**src/rtl/bus_handover_pkg.sv**
```systemverilog
package bus_handover_pkg;

    typedef enum logic [1:0] {
        OWN_PROC   = 2'd0,
        OWN_GRANT  = 2'd1,
        OWN_PARK   = 2'd2,
        OWN_MASTER = 2'd3
    } owner_state_e;

    typedef struct packed {
        owner_state_e st;
        logic         grant_n;
        logic         hold;
    } owner_regs_t;

    localparam int unsigned IN_COUNT = 5;
    localparam int unsigned IX_REQ   = 0;
    localparam int unsigned IX_ACK   = 1;
    localparam int unsigned IX_STRB  = 2;
    localparam int unsigned IX_XFER  = 3;
    localparam int unsigned IX_CEND  = 4;

endpackage

```
**src/rtl/bh_sync.sv**
```systemverilog
module bh_sync #(
    parameter int unsigned WIDTH  = 5,
    parameter int unsigned STAGES = 2,
    parameter logic [WIDTH-1:0] RST_VAL = '0
) (
    input  logic             clk,
    input  logic             rst_n,
    input  logic [WIDTH-1:0] din,
    output logic [WIDTH-1:0] dout
);
    logic [WIDTH-1:0] chain_q [STAGES];

    genvar g;
    generate
        for (g = 0; g < STAGES; g++) begin : g_stage
            logic [WIDTH-1:0] src;
            if (g == 0) begin : g_first
                assign src = din;
            end else begin : g_next
                assign src = chain_q[g-1];
            end
            always_ff @(posedge clk or negedge rst_n) begin
                if (!rst_n) chain_q[g] <= RST_VAL;
                else        chain_q[g] <= src;
            end
        end
    endgenerate

    assign dout = chain_q[STAGES-1];
endmodule

```
**src/rtl/bh_owner_fsm.sv**
```systemverilog
module bh_owner_fsm
    import bus_handover_pkg::*;
(
    input  logic clk,
    input  logic rst_n,
    input  logic req_s,
    input  logic ack_s,
    input  logic strobe_s,
    input  logic cyc_end_s,
    output logic grant_n,
    output logic hold
);
    owner_regs_t r_d, r_q;

    always_comb begin
        r_d = r_q;
        unique case (r_q.st)
            OWN_PROC: begin
                if (req_s) r_d.st = OWN_GRANT;
            end
            OWN_GRANT: begin
                if (ack_s)                        r_d.st = OWN_MASTER;
                else if (!req_s)                  r_d.st = OWN_PROC;
                else if (cyc_end_s || !strobe_s)  r_d.st = OWN_PARK;
            end
            OWN_PARK: begin
                if (ack_s)       r_d.st = OWN_MASTER;
                else if (!req_s) r_d.st = OWN_PROC;
            end
            OWN_MASTER: begin
                if (!ack_s) r_d.st = req_s ? OWN_PARK : OWN_PROC;
            end
            default: r_d.st = OWN_PROC;
        endcase
        r_d.grant_n = !((r_d.st == OWN_GRANT) || (r_d.st == OWN_PARK));
        r_d.hold    =  (r_d.st == OWN_PARK)  || (r_d.st == OWN_MASTER);
    end

    always_ff @(posedge clk or negedge rst_n) begin
        if (!rst_n) begin
            r_q.st      <= OWN_PROC;
            r_q.grant_n <= 1'b1;
            r_q.hold    <= 1'b0;
        end else begin
            r_q <= r_d;
        end
    end

    assign grant_n = r_q.grant_n;
    assign hold    = r_q.hold;

    // processor cycle over while still requested -> parked under grant
    p_park_on_idle_r3: assert property (@(posedge clk) disable iff (!rst_n)
        (r_q.st == OWN_GRANT && req_s && !ack_s && (cyc_end_s || !strobe_s))
        |=> (!grant_n && hold));

    // request withdrawn before acknowledge -> processor owns again
    p_withdraw_r4: assert property (@(posedge clk) disable iff (!rst_n)
        (!grant_n && !req_s && !ack_s) |=> (grant_n && !hold));

    // acknowledge seen under grant -> grant released, processor held
    p_ack_takes_r5: assert property (@(posedge clk) disable iff (!rst_n)
        (!grant_n && ack_s) |=> (grant_n && hold));

    // hold kept while acknowledge stays
    p_hold_kept_r5: assert property (@(posedge clk) disable iff (!rst_n)
        (grant_n && hold && ack_s) |=> (grant_n && hold));

    // release with no request pending -> processor resumes next clock
    p_resume_r7: assert property (@(posedge clk) disable iff (!rst_n)
        (grant_n && hold && !ack_s && !req_s) |=> (grant_n && !hold));

    // stray acknowledge while processor owns, no request -> nothing moves
    p_stray_ack_r8: assert property (@(posedge clk) disable iff (!rst_n)
        (grant_n && !hold && !req_s) |=> (grant_n && !hold));
endmodule

```
**src/rtl/bh_take_check.sv**
```systemverilog
module bh_take_check (
    input  logic grant_n,
    input  logic strobe_s,
    input  logic xfer_s,
    input  logic ack_s,
    output logic take_ok
);
    always_comb begin
        take_ok = !grant_n && !strobe_s && !xfer_s && !ack_s;
    end
endmodule

```
**src/rtl/bus_handover_arbiter.sv**
```systemverilog
module bus_handover_arbiter
    import bus_handover_pkg::*;
#(
    parameter int unsigned SYNC_STAGES = 2
) (
    input  logic clk,
    input  logic rst_n,
    input  logic req_n,
    input  logic ack_n,
    input  logic strobe_n,
    input  logic xfer_ack_n,
    input  logic cyc_end,
    output logic grant_n,
    output logic cpu_hold,
    output logic take_ok
);
    localparam logic [IN_COUNT-1:0] IDLE_VAL = 5'b01111;

    logic [IN_COUNT-1:0] raw_in, sync_in;
    logic req_s, ack_s, strobe_s, xfer_s, cyc_end_s;

    assign raw_in[IX_REQ]  = req_n;
    assign raw_in[IX_ACK]  = ack_n;
    assign raw_in[IX_STRB] = strobe_n;
    assign raw_in[IX_XFER] = xfer_ack_n;
    assign raw_in[IX_CEND] = cyc_end;

    bh_sync #(.WIDTH(IN_COUNT), .STAGES(SYNC_STAGES), .RST_VAL(IDLE_VAL)) u_sync (
        .clk   (clk),
        .rst_n (rst_n),
        .din   (raw_in),
        .dout  (sync_in)
    );

    assign req_s     = !sync_in[IX_REQ];
    assign ack_s     = !sync_in[IX_ACK];
    assign strobe_s  = !sync_in[IX_STRB];
    assign xfer_s    = !sync_in[IX_XFER];
    assign cyc_end_s =  sync_in[IX_CEND];

    bh_owner_fsm u_fsm (
        .clk       (clk),
        .rst_n     (rst_n),
        .req_s     (req_s),
        .ack_s     (ack_s),
        .strobe_s  (strobe_s),
        .cyc_end_s (cyc_end_s),
        .grant_n   (grant_n),
        .hold      (cpu_hold)
    );

    bh_take_check u_take (
        .grant_n  (grant_n),
        .strobe_s (strobe_s),
        .xfer_s   (xfer_s),
        .ack_s    (ack_s),
        .take_ok  (take_ok)
    );

    // eligibility never while a master already owns the bus
    p_take_exclusive_r6: assert property (@(posedge clk) disable iff (!rst_n)
        take_ok |-> (!cpu_hold || !grant_n) && !ack_s);

    // first cycle out of reset has the processor as owner
    p_reset_owner_r1: assert property (@(posedge clk)
        !rst_n |=> (grant_n && !cpu_hold));
endmodule

```
**config.mk**
```make
export PLATFORM = sky130hd
export DESIGN_NAME = bus_handover_arbiter
export DESIGN_NICKNAME = d
export VERILOG_FILES = /design/src/rtl/bus_handover_pkg.sv /design/src/rtl/bh_sync.sv /design/src/rtl/bh_owner_fsm.sv /design/src/rtl/bh_take_check.sv /design/src/rtl/bus_handover_arbiter.sv
export SDC_FILE = /design/constraint.sdc
export NUM_CORES = 1
export LEC_CHECK = 0
export ABC_AREA = 0
export BUFFER_PORTS_ARGS = -buffer_cell sky130_fd_sc_hd__buf_2
export CORE_AREA = 3 3 40 42
export DETAILED_ROUTE_END_ITERATION = 8
export DIE_AREA = 0 0 43 45
export PLACE_DENSITY = 0.53
export RECOVER_POWER = 25
export SYNTH_ARGS = -nofsm -noshare
export SYNTH_HDL_FRONTEND = slang
export SYNTH_HIERARCHICAL = 1
export SYNTH_SLANG_ARGS = --single-unit
```
**constraint.sdc**
```tcl
create_clock -name clk -period 1.15 [get_ports clk]
set_input_delay 0.2875 -clock clk [delete_from_list [all_inputs] [get_ports clk]]
set_output_delay 0.2875 -clock clk [all_outputs]
set_load 0.02 [all_outputs]
```
==> flow_summary.json, run 1 <==
{
  "grt_overflow": 0,
  "met2_usage_pct": 10.8,
  "globalplace.congestion": 0.632,
  "final_cells": 58,
  "portBuffers": 9,
  "fmax_ghz": 0.655,
  "max_cap_violations": 0,
  "p_leak_nw": 0.257,
  "cts.sinks": 13,
  "ys_ff_latch": 13,
  "fin_worst_skew_ns": 0.00131,
  "hold_viol_final": 0,
  "syn_area_sq_um": 420,
  "worstMarginPinSlew_ns": 0.270,
  "grt.busiest_layer": "met2",
  "wl_per_cell_um": 10.1,
  "rsz0062_at_grt": "yes",
  "nNetsFinal": 51,
  "fin_hold_ws_ns": 0.115,
  "crit_type": "flip-flop to output port",
  "dr.pass1.iters": 2,
  "ys_types": 12,
  "synth_compound_area_share_pct": 3.87,
  "synth_top_family_by_area": "simple AND/OR/NAND/NOR gates",
  "clk_pin_slew_ns": 0.07,
  "clkLatencyLatePin_ns": 0.26,
  "synthAdderAreaFrac_pct": 0,
  "grt_antenna_before_repair": 0,
  "yosys-top-cells-area": "dfstp_2, dfrtp_1, inv_1, nand2b_4, nor4_2",
  "row_count": 13,
  "clockBufferDepth": 2,
  "grt_use_total_pct": 7.28,
  "vias": 240,
  "cp-end-kind": "output port",
  "setup_violations": 2,
  "grt_pass1_wl_um": 986,
  "antenna_cells": 0,
  "yosysSeqAreaShare_pct": 80.1,
  "drt-total-wl_um": 586,
  "root_buffer": "clkbuf_4",
  "finalPower_uw": 902,
  "die_h_um": 45,
  "grtUsageMet3_pct": 2.39,
  "place_inst": 52,
  "placed_cell_area_sq_um": 500,
  "stdcell_area_sq_um": 566,
  "synth-warning-count": 6,
  "die_w_um": 43,
  "preCtsSetupSlack_ns": -0.115,
  "synthMuxAreaShare_pct": 0,
  "crit_fanout": 1,
  "violations": "negative setup slack",
  "start_util_pct": 32.7,
  "max-vdd-ir-drop_mv": 0.519,
  "power_density_nw_per_um2": 1590,
  "areaGrowthSynthToFinish_pct": 34.5,
  "routed_via_density": 4.14,
  "grt_pass1_vias": 246,
  "grt_max_degree": 14,
  "fin_ws_ns": -0.377,
  "worst-r2r-setup-slack_ns": 0.08,
  "cts_tree": "yes",
  "tritoncts.num_buffers": 3,
  "synth_top_cell_by_area": "dfstp_2",
  "layout_min_cycle_time_ns": 1.53,
  "cp_data_arrival_time_ns": 1.24,
  "syn_nets": 34,
  "relSlewSlack_pct": 82.0,
  "drive_gt1_share_pct": 65.1,
  "synth_top_area_share_pct": 56.3,
  "postRouteAntennaNets": 0,
  "cp_data_required_time_ns": 0.86,
  "dieArea_sq_um": 1940,
  "min-delay-path-class": "input port to flip-flop",
  "netlist_instances": 27,
  "synth_xor_xnor_area_share_pct": 0,
  "finalCritPeriodShare_pct": 133,
  "outcome": "finished, violations left",
  "htreeDepth": 1,
  "drv_slew": 0,
  "pin_count": 10,
  "drt_iter0_drc": 3,
  "core_sq_um": 1280,
  "dp_hpwl_um": 450,
  "synth-simple-area-share_pct": 12.5,
  "route.detailed.drc": 0,
  "start_kind": "flip-flop",
  "use_met1_pct": 8.08,
  "avgSynthCellArea_sq_um": 15.6
}
cell families (layout without fill, tap and decap cells):
logic type,after synthesis,after routing
DFF,13,13
and+or+nand+nor,7,7
buffers and inverters,4,20
AOI/OAI and AO/OA,3,3
worst max-delay path, cell delays in order (launching register included):
cell	delay, ns
dfstp_2	0.53
inv_2	0.04
nor4_4	0.24
buf_4	0.17
layout make-up:
cell class                      instances  area (sq um)
Sequential cell                        13           338
Fill cell                             115           719
Inverter                                4          15.0
Tap cell                               15          18.8
Multi-Input combinational cell         10          82.6
Clock buffer                            4          26.3
Timing Repair Buffer                   12          85.1
metrics by stage:
| step | setup TNS [ns] | utilization, % |
|---|---|---|
| global route | -0.545 | 44.0 |
| detailed placement | -0.115 | 38.9 |
| floorplan | -0.0689 | - |
| CTS | -0.493 | 42.9 |
| global placement | -0.104 | 38.9 |
| finish | -0.461 | 44.0 |
routing by layer:
metal	share of wire, %	vias to the layer above
li1	-	116
met4	0	0
met5	0	-
met3	9.6	0
met1	39	114
met2	52	10
power breakdown:
| group | internal [mW] | leakage (nW) | switching [mW] |
|---|---|---|---|
| logic | 0.0572 | 0.101 | 0.0555 |
| registers | 0.506 | 0.140 | 0.0208 |
| clock network | 0.134 | 0.0150 | 0.128 |
| total | 0.698 | 0.257 | 0.204 |
synth_stat cells:
cell type,n
dfstp_2,9
dfrtp_1,4
inv_1,4
o21ai_1,2
and2_0,1
nand2_1,1
nand2b_4,1
nor2_1,1
nor3_1,1
nor4_2,1
o22ai_1,1
or2b_1,1
final timing paths:
path                                                from                        to  cells past startpoint
worst min-delay path                            strobe_n  u_sync/g_stage[1].src[2]                      1
worst min register to register  u_sync/g_stage[1].src[4]            u_sync/dout[4]                      0
worst max register to register            u_sync/dout[1]              u_fsm/r_q[2]                      4
min in group asynchronous                          rst_n  u_sync/g_stage[1].src[4]                      2
worst max-delay path                      u_sync/dout[3]                   take_ok                      3
max in group asynchronous                          rst_n            u_sync/dout[1]                      2
registers in the layout (all words and copies together), names as in the netlist:
signal              cells
u_sync/dout             5
u_sync/g_stage.src      5
u_fsm/grant_n           1
u_fsm/hold              1
u_fsm/r_q               1
what timing repair did:
| action | in CTS | in global routing |
|---|---|---|
| endpoints found under the hold margin | 4 | 0 |
| hold buffers | 1 | 0 |
| endpoints found under the setup margin | 3 | 4 |
| buffers inserted | 0 | 1 |
| resized for setup | 5 | 2 |
placed cells by master (no fill, tap or decap), drive strengths merged:
| cell | synthesis | final |
|---|---|---|
| nor4 | 1 | 1 |
| nand2 | 1 | 1 |
| nor3 | 1 | 1 |
| and2 | 1 | 1 |
| o22ai | 1 | 1 |
| inv | 4 | 4 |
| dfstp | 9 | 9 |
| dlygate4sd3 | 0 | 1 |
| clkbuf | 0 | 4 |
| nor2 | 1 | 1 |
| or2b | 1 | 1 |
| nand2b | 1 | 1 |
| buf | 0 | 11 |
| dfrtp | 4 | 4 |
| o21ai | 2 | 2 |
(Power assumes the default switching activity.)
==> inputs of run 2 (changes only) <==
--- a/config.mk
+++ b/config.mk
@@ -10,9 +10,9 @@
 export CORE_AREA = 3 3 40 42
 export DETAILED_ROUTE_END_ITERATION = 8
 export DIE_AREA = 0 0 43 45
-export PLACE_DENSITY = 0.53
+export PLACE_DENSITY = 0.51
 export RECOVER_POWER = 25
+export SETUP_SLACK_MARGIN = 0.2
 export SYNTH_ARGS = -nofsm -noshare
 export SYNTH_HDL_FRONTEND = slang
-export SYNTH_HIERARCHICAL = 1
 export SYNTH_SLANG_ARGS = --single-unit
==> run 2 against run 1 <==
Against the previous run:
- the flow still finishes with violations (negative setup slack)
- final cell count shrank 6.9%
- critical path type unchanged
- combinational power increased by 21%
- first-iteration DRC count decreased by 100%
- flip-flop and latch count stayed put
- utilization rose by 1.5 points
- setup slack improved by 0.11 ns
- die area unchanged
- largest cell class unchanged
- design area grew 3.3%
==> flow_summary.json, run 2 <==
{
  "violations": "negative setup slack",
  "cts.sinks": 13,
  "drive_gt1_share_pct": 79.5,
  "synth-warning-count": 0,
  "max-vdd-ir-drop_mv": 0.674,
  "p_leak_nw": 0.253,
  "portBuffers": 9,
  "nNetsFinal": 47,
  "row_count": 13,
  "async_flop_share_pct": 100,
  "syn_area_sq_um": 398,
  "avgSynthCellArea_sq_um": 19.9,
  "worstMarginPinSlew_ns": 0.261,
  "final_common_cell": "dfstp_2",
  "postRouteAntennaNets": 0,
  "reg2reg_depth": 3,
  "cts_tree": "yes",
  "rsz0062_at_grt": "yes",
  "htreeDepth": 1,
  "dr.pass1.iters": 1,
  "grt_max_degree": 14,
  "setup_violations": 2,
  "netlist_instances": 20,
  "min-delay-path-class": "input port to flip-flop",
  "relSlewSlack_pct": 82.6,
  "crit_fanout": 2,
  "fin_hold_ws_ns": 0.110,
  "final_cell_mix": "dfstp_2, buf_2, buf_6",
  "max_cap_violations": 0,
  "met2_usage_pct": 10.2,
  "vias": 226,
  "layout_min_cycle_time_ns": 1.41,
  "placed_cell_area_sq_um": 484,
  "die_w_um": 43,
  "cp-end-kind": "output port",
  "grt_use_total_pct": 7.21,
  "dieArea_sq_um": 1940,
  "pin_count": 10,
  "routed_via_density": 4.19,
  "grt.busiest_layer": "met2",
  "fin_worst_skew_ns": 0.00479,
  "yosys-top-cells-area": "dfstp_2, dfrtp_1, o32ai_2, and4b_1, nor4b_1",
  "grtUsageMet3_pct": 3.59,
  "wl_per_cell_um": 11.2,
  "hold_depth": 1,
  "worst-r2r-setup-slack_ns": 0.18,
  "core_sq_um": 1280,
  "synth_top_cell_by_area": "dfstp_2",
  "outcome": "finished, violations left",
  "synth_edf_count": 0,
  "synth_ff_type": "dfstp_2",
  "clockBufferDepth": 2,
  "ys_types": 9,
  "r2r_start": "u_sync.dout[1]",
  "ys_ff_latch": 13,
  "syn_nets": 27,
  "grt_pass1_wl_um": 924,
  "synth_top_area_share_pct": 59.4,
  "use_met1_pct": 7.63,
  "fin_ws_ns": -0.262,
  "fmax_ghz": 0.708,
  "grt_pass1_vias": 225,
  "die_h_um": 45,
  "min_to": "u_sync.g_stage[1].src[0]",
  "min_from": "req_n",
  "antenna_cells": 0,
  "hold_viol_final": 0,
  "tritoncts.num_buffers": 3,
  "clkLatencyLatePin_ns": 0.27,
  "drt_iter0_drc": 0,
  "yosysSeqAreaShare_pct": 84.6,
  "drv_slew": 0,
  "start_kind": "flip-flop",
  "stdcell_area_sq_um": 584,
  "grt_antenna_before_repair": 0,
  "drt-total-wl_um": 604,
  "root_buffer": "clkbuf_4",
  "finalCritPeriodShare_pct": 123,
  "areaGrowthSynthToFinish_pct": 46.9,
  "cp_data_required_time_ns": 0.86,
  "globalplace.congestion": 0.599,
  "synth_most_common_cell": "dfstp_2",
  "route.detailed.drc": 0,
  "cp_data_arrival_time_ns": 1.12,
  "clk_pin_slew_ns": 0.07,
  "grt_overflow": 0,
  "r2r_end": "u_fsm.hold",
  "synth_common_cells": "dfstp_2, dfrtp_1",
  "start_util_pct": 31.0,
  "crit_type": "flip-flop to output port",
  "power_density_nw_per_um2": 1600
}
-- run 2: timing repair --
item | 4_1_cts | 5_1_grt
cloned | 0 | 0
hold endpoints to repair | 4 | 0
resized for setup | 8 | 2
hold buffers | 1 | 0
setup buffers | 1 | 2
setup endpoints to repair | 5 | 5
pin swaps | 2 | 2
-- run 2: through the flow --
step                setup TNS, ns  util [%]  power, mW  instances  worst slack, ns
floorplan                       0         -      0.576         20           0.0207
global route               -0.430      45.5      0.979         54           -0.300
CTS                        -0.396      43.5      0.931         52           -0.280
detailed placement              0      37.7      0.618         46           0.0163
finish                     -0.358      45.5      0.934         54           -0.262
global placement                0      37.7      0.612         46           0.0290
-- run 2: cells by family after synthesis --
logic type	count (synthesis)	share of synthesized area [%]
DFF	13	84.6
AOI/OAI and AO/OA	4	9.75
and+or+nand+nor	3	5.66
-- run 2: worst max-delay path by stage --
stage	slack [ns]	endpoint	start	depth (start not counted)
floorplan	0.02	take_ok	u_sync.dout[1]	1
global placement	0.03	take_ok	u_sync.dout[2]	2
detailed placement	0.02	take_ok	u_fsm.grant_n	2
CTS	-0.28	take_ok	u_fsm.grant_n	2
global route	-0.30	take_ok	u_fsm.grant_n	2
finish	-0.26	take_ok	u_fsm.grant_n	2
-- run 2: layer usage --
| layer | up-vias | share of wire [%] |
|---|---|---|
| li1 | 112 | - |
| met1 | 104 | 35 |
| met3 | 0 | 9.8 |
| met5 | - | 0 |
| met4 | 0 | 0 |
| met2 | 10 | 55 |
-- run 2: cell type report --
| class | instances | area [sq um] |
|---|---|---|
| Fill cell | 128 | 701 |
| Clock buffer | 4 | 26.3 |
| Timing Repair Buffer | 15 | 113 |
| Tap cell | 15 | 18.8 |
| Sequential cell | 13 | 338 |
| Multi-Input combinational cell | 7 | 88.8 |
-- run 2: worst max-delay path: stages (launching register included) --
cell and delay, ns:
dfstp_2 0.53, and4b_1 0.19, buf_6 0.13
-- run 2: power by group --
group | switching, mW | leakage [nW] | internal [mW]
Combinational | 0.0625 | 0.0976 | 0.0747
Clock | 0.133 | 0.0150 | 0.134
Sequential | 0.0237 | 0.140 | 0.506
Total | 0.219 | 0.253 | 0.715
==> inputs of run 3 (changes only) <==
--- a/config.mk
+++ b/config.mk
@@ -8,8 +8,10 @@
 export ABC_AREA = 0
 export BUFFER_PORTS_ARGS = -buffer_cell sky130_fd_sc_hd__buf_2
 export CORE_AREA = 3 3 40 42
+export CTS_BUF_LIST = sky130_fd_sc_hd__clkbuf_8
 export DETAILED_ROUTE_END_ITERATION = 8
 export DIE_AREA = 0 0 43 45
+export MAX_ROUTING_LAYER = met4
 export PLACE_DENSITY = 0.51
 export RECOVER_POWER = 25
 export SETUP_SLACK_MARGIN = 0.2
==> run 3 against run 2 <==
Against the previous run:
- the run still ends with negative setup slack left
- global-route usage decreased by 0.39 points
- maximum frequency increased by 3.2%
- combinational power decreased by 4%
- flip-flop and latch count unchanged
- register-to-register slack about the same
- critical path depth unchanged
- design area increased by 2.4%
- sequential power about the same
- clock power increased by 37%
- die area unchanged
==> flow_summary.json, run 3 (synthesized netlist as in run 2, its figures left out) <==
{
  "die_h_um": 45,
  "grt_use_total_pct": 6.82,
  "setup-tns-final_ns": -0.271,
  "cp-end-kind": "output port",
  "die_w_um": 43,
  "r2r_end": "u_fsm.hold",
  "worstMarginPinSlew_ns": 0.260,
  "hold_viol_final": 0,
  "worst-path-stages": 2,
  "routed_via_density": 4.13,
  "slowest_delay_ns": 0.53,
  "max-vdd-ir-drop_mv": 0.709,
  "grt_overflow": 0,
  "nNetsFinal": 47,
  "final_cell_mix": "dfstp_2, buf_2, buf_6",
  "crit_type": "flip-flop to output port",
  "route.detailed.drc": 0,
  "tritoncts.num_buffers": 3,
  "cp_slowest_cell": "dfstp_2",
  "clkLatencyLatePin_ns": 0.23,
  "fmax_ghz": 0.731,
  "max_cap_violations": 0,
  "clk_pin_slew_ns": 0.05,
  "relSlewSlack_pct": 82.7,
  "portBuffers": 9,
  "grt_pass1_wl_um": 897,
  "dr.pass1.iters": 2,
  "vias": 223,
  "drive_gt1_share_pct": 79.5,
  "core_sq_um": 1280,
  "p_leak_nw": 0.264,
  "final_common_cell": "dfstp_2",
  "dieArea_sq_um": 1940,
  "cts.sinks": 13,
  "row_count": 13,
  "setup_violations": 2,
  "fin_worst_skew_ns": 0.000564,
  "r2r_start": "u_fsm.hold",
  "reg2reg_depth": 3,
  "cp_data_arrival_time_ns": 1.08,
  "grt_max_degree": 14,
  "crit_family": "flip-flops",
  "min-delay-path-class": "input port to flip-flop",
  "start_util_pct": 31.0,
  "crit_buf_inv": 1,
  "outcome": "finished, violations left",
  "wl_per_cell_um": 10.6,
  "rsz0062_at_grt": "yes",
  "cp_data_required_time_ns": 0.86,
  "worst-r2r-setup-slack_ns": 0.17,
  "globalplace.congestion": 0.603,
  "drt_iter0_drc": 1,
  "violations": "negative setup slack",
  "finalCritPeriodShare_pct": 119,
  "cts_tree": "yes",
  "grt_pass1_vias": 230,
  "crit_path_start": "u_fsm.grant_n",
  "drt-total-wl_um": 570,
  "grt_antenna_before_repair": 0,
  "drv_slew": 0,
  "areaGrowthSynthToFinish_pct": 50.3,
  "fin_ws_ns": -0.218,
  "fin_util_pct": 46.5,
  "fill_cells": 122,
  "start_kind": "flip-flop",
  "root_buffer": "clkbuf_8",
  "crit_chain": "and4b_1, buf_6",
  "crit_fanout": 2,
  "cp-endpoint": "take_ok",
  "postRouteAntennaNets": 0,
  "htreeDepth": 1,
  "antenna_cells": 0,
  "clockBufferDepth": 2,
  "pin_count": 10,
  "power_density_nw_per_um2": 1720,
  "layout_min_cycle_time_ns": 1.37
}
run 3: changes by cell type in the layout (fill, tap and decap cells not counted), sizes merged:
cell / before / now
inv: 0 / 1
clkbuf: 4 / 3
run 3: worst min-delay path by stage:
stage / to / cells after the start / slack, ns / start
5_1_grt: u_sync.g_stage[1].src[2] / 1 / 0.15 / strobe_n
6_report: u_sync.g_stage[1].src[3] / 1 / 0.15 / xfer_ack_n
4_1_cts: u_sync.g_stage[1].src[0] / 1 / 0.15 / req_n
3_3_place_gp: u_sync.g_stage[1].src[4] / 1 / 0.17 / rst_n
3_5_place_dp: u_sync.g_stage[1].src[4] / 1 / 0.18 / rst_n
2_1_floorplan: u_fsm.hold / 0 / -0.008 / rst_n
run 3: per-stage QoR:
stage / instances / instance area (sq um) / setup WS, ns / power [mW] / hold WS [ns]
floorplan: 20 / 405 / 0.0207 / 0.576 / -0.00809
global placement: 46 / 484 / 0.0290 / 0.612 / 0.168
detailed placement: 46 / 484 / 0.0163 / 0.618 / 0.177
CTS: 52 / 578 / -0.229 / 1.03 / 0.147
global route: 54 / 598 / -0.246 / 1.07 / 0.147
finish: 54 / 598 / -0.218 / 1.03 / 0.153
run 3: final cells by class:
class                      count  area [sq um]  area share, %
timing repair buffer          15           113           18.8
clock inverter                 1          3.75          0.628
tap                           15          18.8           3.14
clock buffer                   3          41.3           6.90
multi-input combinational      7          83.8           14.0
sequential                    13           338           56.5
run 3: routing by layer:
metal  up-vias  global-route usage, %  wire length, um
li1        109                      -                -
met1       104                   7.12              197
met2        10                   10.5              313
met3         0                   3.59               59
met4         0                   3.61                0
met5         -                      -                0
run 3: what timing repair did:
item / CTS / global route
resized for setup: 8 / 1
endpoints found under the hold margin: 4 / 0
gates cloned: 0 / 0
pin swaps: 2 / 1
setup buffers: 1 / 2
hold buffers: 1 / 0
endpoints found under the setup margin: 5 / 5
run 3: power by group:
part           internal, mW  switching, mW
clock network         0.233          0.133
logic                0.0715         0.0594
registers             0.508         0.0217
